[config.mk]
export PLATFORM = sky130hd
export DESIGN_NAME = fracn_mod
export DESIGN_NICKNAME = d
export VERILOG_FILES = /design/src/rtl/fracn_pkg.sv /design/src/rtl/fracn_acc.sv /design/src/rtl/fracn_ratio.sv /design/src/rtl/fracn_mod.sv
export SDC_FILE = /design/constraint.sdc
export NUM_CORES = 1
export LEC_CHECK = 0
export ABC_AREA = 0
export BUFFER_PORTS_ARGS = -buffer_cell sky130_fd_sc_hd__buf_2
export CORE_UTILIZATION = 55
export DETAILED_ROUTE_END_ITERATION = 10
export PLACE_DENSITY_LB_ADDON = 0.25
export SLEW_MARGIN = 10
export SYNTH_ARGS = -nofsm -noshare
export SYNTH_HDL_FRONTEND = slang
export SYNTH_SLANG_ARGS = --single-unit
[constraint.sdc]
create_clock -name clk -period 12 [get_ports clk]
set_input_delay 2.4 -clock clk [delete_from_list [all_inputs] [get_ports clk]]
set_output_delay 2.4 -clock clk [all_outputs]
set_load 0.01 [all_outputs]
[src/rtl/fracn_pkg.sv]
package fracn_pkg;
    // smallest divide value the counter can honour (reload of ratio-1 must be >= 1)
    localparam int FRACN_N_MIN   = 2;
    localparam int FRACN_N_W_DEF = 8;
    localparam int FRACN_K_W_DEF = 22;
endpackage

[src/rtl/fracn_acc.sv]
module fracn_acc #(
    parameter int K_W = fracn_pkg::FRACN_K_W_DEF
) (
    input  logic [K_W-1:0] phase_i,
    input  logic [K_W-2:0] k_prog_i,
    output logic [K_W-1:0] phase_o,
    output logic           carry_o
);
    logic [K_W:0]   sum;
    logic [K_W-1:0] k_eff;

    // bit 0 forced high: odd step gives a full-length accumulator sequence
    assign k_eff   = {k_prog_i, 1'b1};
    assign sum     = {1'b0, phase_i} + {1'b0, k_eff};
    assign phase_o = sum[K_W-1:0];
    assign carry_o = sum[K_W];
endmodule

[src/rtl/fracn_ratio.sv]
module fracn_ratio #(
    parameter int N_W = fracn_pkg::FRACN_N_W_DEF
) (
    input  logic [N_W-1:0] n_i,
    input  logic           carry_i,
    output logic [N_W:0]   ratio_o,
    output logic [N_W:0]   load_o
);
    import fracn_pkg::*;

    localparam logic [N_W-1:0] NMIN = N_W'(FRACN_N_MIN);

    logic [N_W-1:0] n_eff;

    always_comb begin
        n_eff   = (n_i < NMIN) ? NMIN : n_i;
        ratio_o = {1'b0, n_eff} + {{N_W{1'b0}}, carry_i};
        load_o  = ratio_o - {{N_W{1'b0}}, 1'b1};
    end
endmodule

[src/rtl/fracn_mod.sv]
module fracn_mod #(
    parameter int N_W = fracn_pkg::FRACN_N_W_DEF,
    parameter int K_W = fracn_pkg::FRACN_K_W_DEF
) (
    input  logic           clk,
    input  logic           rst,
    input  logic [N_W-1:0] n_int_i,
    input  logic [K_W-2:0] k_frac_i,
    output logic           tick_o,
    output logic [N_W:0]   ratio_o,
    output logic           carry_o,
    output logic [K_W-1:0] phase_o
);
    typedef struct packed {
        logic [N_W:0]   cnt;
        logic [N_W:0]   ratio;
        logic           carry;
        logic [K_W-1:0] phase;
    } st_t;

    st_t st_d, st_q;

    logic [K_W-1:0] acc_next;
    logic           acc_carry;
    logic [N_W:0]   ratio_new;
    logic [N_W:0]   load_new;
    logic           boundary;

    fracn_acc #(.K_W(K_W)) u_acc (
        .phase_i  (st_q.phase),
        .k_prog_i (k_frac_i),
        .phase_o  (acc_next),
        .carry_o  (acc_carry)
    );

    fracn_ratio #(.N_W(N_W)) u_ratio (
        .n_i     (n_int_i),
        .carry_i (acc_carry),
        .ratio_o (ratio_new),
        .load_o  (load_new)
    );

    assign boundary = (st_q.cnt == '0);

    always_comb begin
        st_d = st_q;
        if (boundary) begin
            // inputs only matter here, so a cycle is never cut short
            st_d.phase = acc_next;
            st_d.carry = acc_carry;
            st_d.ratio = ratio_new;
            st_d.cnt   = load_new;
        end else begin
            st_d.cnt = st_q.cnt - {{N_W{1'b0}}, 1'b1};
        end
    end

    always_ff @(posedge clk) begin
        if (rst) st_q <= '0;
        else     st_q <= st_d;
    end

    assign tick_o  = boundary;
    assign ratio_o = st_q.ratio;
    assign carry_o = st_q.carry;
    assign phase_o = st_q.phase;
endmodule

Word-level counts from Yosys, hierarchy flattened
Cells that the tools add are included.
Widths: inputs -> output; s select.
- add/sub/neg operators: 4
- multiplexer cells: 2
- reduce and logical (&&, ||, !) cells: 1
- order comparisons: 1
- operators by type and width (operator ; number):
    $add 22x22->23 ; 1
    $sub 9x1->9 const B ; 2
    $add 8x1->9 ; 1
    $logic_not 9->1 ; 1
    $mux 9 ; 1
    $lt 8x2->1 const B ; 1
    $mux 8 ; 1
- word-level logic and storage cells: 12
- output and inout bits: 33
- bits in registers: 41

Longest topological paths before layout
- depth after elaboration: 5
- depth in mapped cells: 16
- gate-level depth less buffers: 16

Hierarchy
From an unflattened synthesis, not the netlist that was laid out.
- cells, all modules: 436
- area, all modules: 3359.5 µm²
- by module, submodules not included (module ; seq. area each (µm²) ; cells an instance ; area an instance (µm²) ; times used):
    fracn_mod ; 820.8 ; 229 ; 1886.8 ; 1
    fracn_acc ; 0.0 ; 152 ; 1071.0 ; 1
    fracn_ratio ; 0.0 ; 55 ; 401.6 ; 1

Worst setup path after synthesis
Ideal clock, no wire load.
- path kind: input to register
- start: in k_frac_i[6]
- end: reg st_q[40] (netlist bit)
- library setup time: 0.116 ns
- arrival: 5.643 ns
- stages on the path: 14
- setup slack: 6.241 ns
- cell sequence: ha_1 nand2_1 or4b_1 o211ai_1 o21ai_0 o22a_1 ha_1 ha_1 nand2b_1 mux2_4 o32a_4 o31ai_4 a311oi_1 a41o_1
- word-level cells in the longest chain between the ends: 4
- ends and longest elaborated chain (element ; line ; source):
    from (decl) ; fracn_mod.sv:8 ; input logic [K_W-2:0] k_frac_i,
    $add 22x22->23 ; fracn_acc.sv:14 ; assign sum = {1'b0, phase_i} + {1'b0, k_eff};
    net acc_carry ; fracn_mod.sv:24 ; logic acc_carry;
    $add 8x1->9 ; fracn_ratio.sv:17 ; ratio_o = {1'b0, n_eff} + {{N_W{1'b0}}, carry_i};
    $sub 9x1->9 ; fracn_ratio.sv:18 ; load_o = ratio_o - {{N_W{1'b0}}, 1'b1};
    $mux 9 ; fracn_mod.sv:47 ; if (boundary) begin
    to (signal assigned) ; fracn_mod.sv:60 ; else st_q <= st_d;
    to (decl) ; fracn_mod.sv:21 ; st_t st_d, st_q;
The timed path passes the listed nets, and every way through them passes these cells.
A chain may end at the register's enable or synchronous reset.

Final worst setup path
Ends and elaborated chain as after synthesis.

==> results.cfg <==
[run_status]
status = finished, final reports clean

[sta]
setup_tns_ns = 0
rsz0062_at_grt = no
setup_ws_ns = 6.05
hold_violations = 0
max_freq_mhz = 168
worst_pin_slew_ns = 0.665
slew_headroom_pct = 55.7
finalMaxSlewViolations = 0
period_needed_ns = 5.95
setup_viol = 0
fin_skew_ns = 0.00715
fin_crit_sh_pct = 49.6

[global_routing]
grt_use_total_pct = 24.2
overflow = 0
antenna_found_initial = 0
grt_pass1_wl_mm = 11.8
grt_pass1_vias = 2632
grt_max_degree = 41

[synth]
synth_xor_xnor_area_share_pct = 5.61
avgSynthCellArea_um2 = 7.87
syn_area_um2 = 3120
synth_top_family_by_area = compound AO/OA/AOI/OAI gates
synthTopCellsByArea = dfxtp_1 26%, ha_1 9.6%, buf_4 7.7%
async_flop_share_pct = 0
yosysMostFrequentCell = nand2_1
yosys_warnings = 0
synth_top_area_cell = dfxtp_1
synth_edf_count = 0
syn-num-nets = 453
ys.flop_type = dfxtp_1
seq_area_frac_synth_pct = 26.3
synth_compound_area_share_pct = 23.3
yosys-top-cells-count = 44 x nand2_1, 41 x dfxtp_1, 38 x a21oi_1, 34 x nor2_1, 32 x buf_4
synthSimpleGateAreaFrac_pct = 21.5
synth.top_cell.area_share_pct = 26.3
syn_inst = 397
synth.distinct_cells = 57
ys_ff_latch = 41
muxShareOfSynthArea_pct = 0.801
synth-adder-area-share_pct = 10.3

[clocking]
root_buffer = clkbuf_8
clock_sinks = 41
hold_buffers = 0
cts_buffers = 5
clk_latency_ns = 0.29
h-tree-depth = 2
cts.clk_slew.worst_paths_ns = 0.08
cts_resized = 0
clockBufferDepth = 2
cts_tree = yes
cts_setup_buffers = 0

[placed_design]
place_congestion = 0.849
numPortBuffers = 63
dp_hpwl_mm = 5.14
place_worst_setup_slack_ns = 5.76

[detailed_routing]
drt-initial-drc-count = 133
drc_errors = 0
wl_per_cell_um = 14.0
drt-pass1-iter-count = 6
wl_mm = 6.87
num_vias = 2844
ant_nets = 0
viasPerCell = 5.78

[layout]
diodes = 0
fin_nets = 477
drive_gt1_share_pct = 19.3
area_delta_synth_final_pct = 4.81

[worst_setup_path]
critPathArrivalTime_ns = 6.14
crit_type = in -> reg
cp-end-kind = flip-flop
cp_max_fo = 6
worstPathRequired_ns = 12.19
reg2reg_depth = 14
worstSetupStartpointType = primary input

[power]
p_comb_share_pct = 60.1
power.internal_w = 0.000420
clock_power_share_pct = 10.9
switchingPower_w = 0.000358
sw_frac_of_total_pct = 46.0
max-vdd-ir-drop_v = 0.000198
p_leak_nw = 1.46
power_density_nw_per_um2 = 238
p_seq_share_pct = 29.0

[floorplan]
core.rowCount = 27
core-area_um2 = 5510
io_pins = 64
die_area_um2 = 5990
chipHeight_um = 77.4
initial_core_util_pct = 56.7
die_w_um = 77.4

[min_path]
hold-path-cell-count = 2
hp-class = reg -> reg

[flow_run]
cap_violations = 0
-- worst paths after layout --
kind | from | endpoint | slack (ns)
min reg2reg | ratio_o[1] | ratio_o[1] | 0.46
max | k_frac_i[6] | st_q[40] | 6.05
min | ratio_o[1] | ratio_o[1] | 0.46
max reg2reg | phase_o[7] | st_q[40] | 7.93
-- cell usage in the layout (no fill, tap or decap), drive strengths merged, types with 2 or more instances in the layout --
master	synthesis	final
xor2	9	9
dfxtp	41	41
and3	4	4
a21o	6	6
inv	10	10
a21oi	38	38
and2	4	4
nand2b	2	2
nand3b	5	5
nor3	10	10
a211oi	7	7
buf	38	65
nand4	6	6
nand2	44	44
a21boi	2	2
nor2b	4	4
xnor2	11	11
clkbuf	9	5
ha	24	24
or4b	2	2
o211ai	6	6
or2	2	2
or3	3	3
a311oi	2	2
a32oi	2	2
nand3	14	14
o31ai	2	2
o21ba	2	2
a31oi	9	9
o21a	5	5
nor2	34	34
o21ai	22	22
-- kinds of logic (layout without fill, tap and decap cells) --
group                      Yosys count  after routing
DFF                                 41             41
adders and majority gates           25             25
buffers and inverters               58             81
xor gates and xnor gates            20             20
muxes                                2              2
AOI/OAI and AO/OA                  112            112
and+or+nand+nor                    139            139
-- critical path: stages --
cell	delay (ns)
buf_2	0.10
ha_1	0.31
nand2_1	0.11
or4b_1	0.46
o211ai_1	0.37
o21ai_0	0.22
o22a_1	0.24
ha_1	0.25
ha_1	0.26
nand2b_1	0.18
mux2_4	0.27
o32a_4	0.33
o31ai_4	0.27
a311oi_1	0.14
a41o_1	0.24
-- power groups by stage --
stage / Combinational, W / Clock, W / Sequential, W
6_report: 0.000468 / 0.0000846 / 0.000226
2_1_floorplan: 0.000406 / 0 / 0.000220
3_3_place_gp: 0.000455 / 0 / 0.000226
5_1_grt: 0.000527 / 0.0000915 / 0.000233
4_1_cts: 0.000468 / 0.0000877 / 0.000226
3_5_place_dp: 0.000465 / 0 / 0.000229
-- per-layer routing --
metal / GRT usage [%] / up-vias / wire [um]
met4: 8.87 / 0 / 143
met1: 29.9 / 1298 / 3210
li1: - / 1441 / -
met5: 0 / - / 0
met3: 4.12 / 16 / 297
met2: 41.9 / 89 / 3230
-- area by class of cell --
type	instances	area, um2
fill	526	2230
multi-input combinational	298	1920
sequential	41	821
timing repair buffer	65	330
tap	72	90.1
clock buffer	5	68.8
inverter	10	37.5
clock inverter	1	5.00
-- flip-flops by register name (all words and copies together), names as in the netlist --
register	cells
phase_o	22
ratio_o	9
carry_o	1
st_q	9
-- per-stage QoR --
stage | power [W] | cells | hold slack [ns] | utilization (%) | cell area (um2)
floorplan | 0.000626 | 397 | 0.437 | - | 3120
global placement | 0.000682 | 486 | 0.443 | 58.1 | 3200
detailed placement | 0.000694 | 486 | 0.449 | 58.1 | 3200
CTS | 0.000782 | 492 | 0.462 | 59.5 | 3270
global route | 0.000852 | 492 | 0.477 | 59.5 | 3270
finish | 0.000778 | 492 | 0.456 | 59.5 | 3270
No activity file was read; power rests on OpenSTA's default activity.
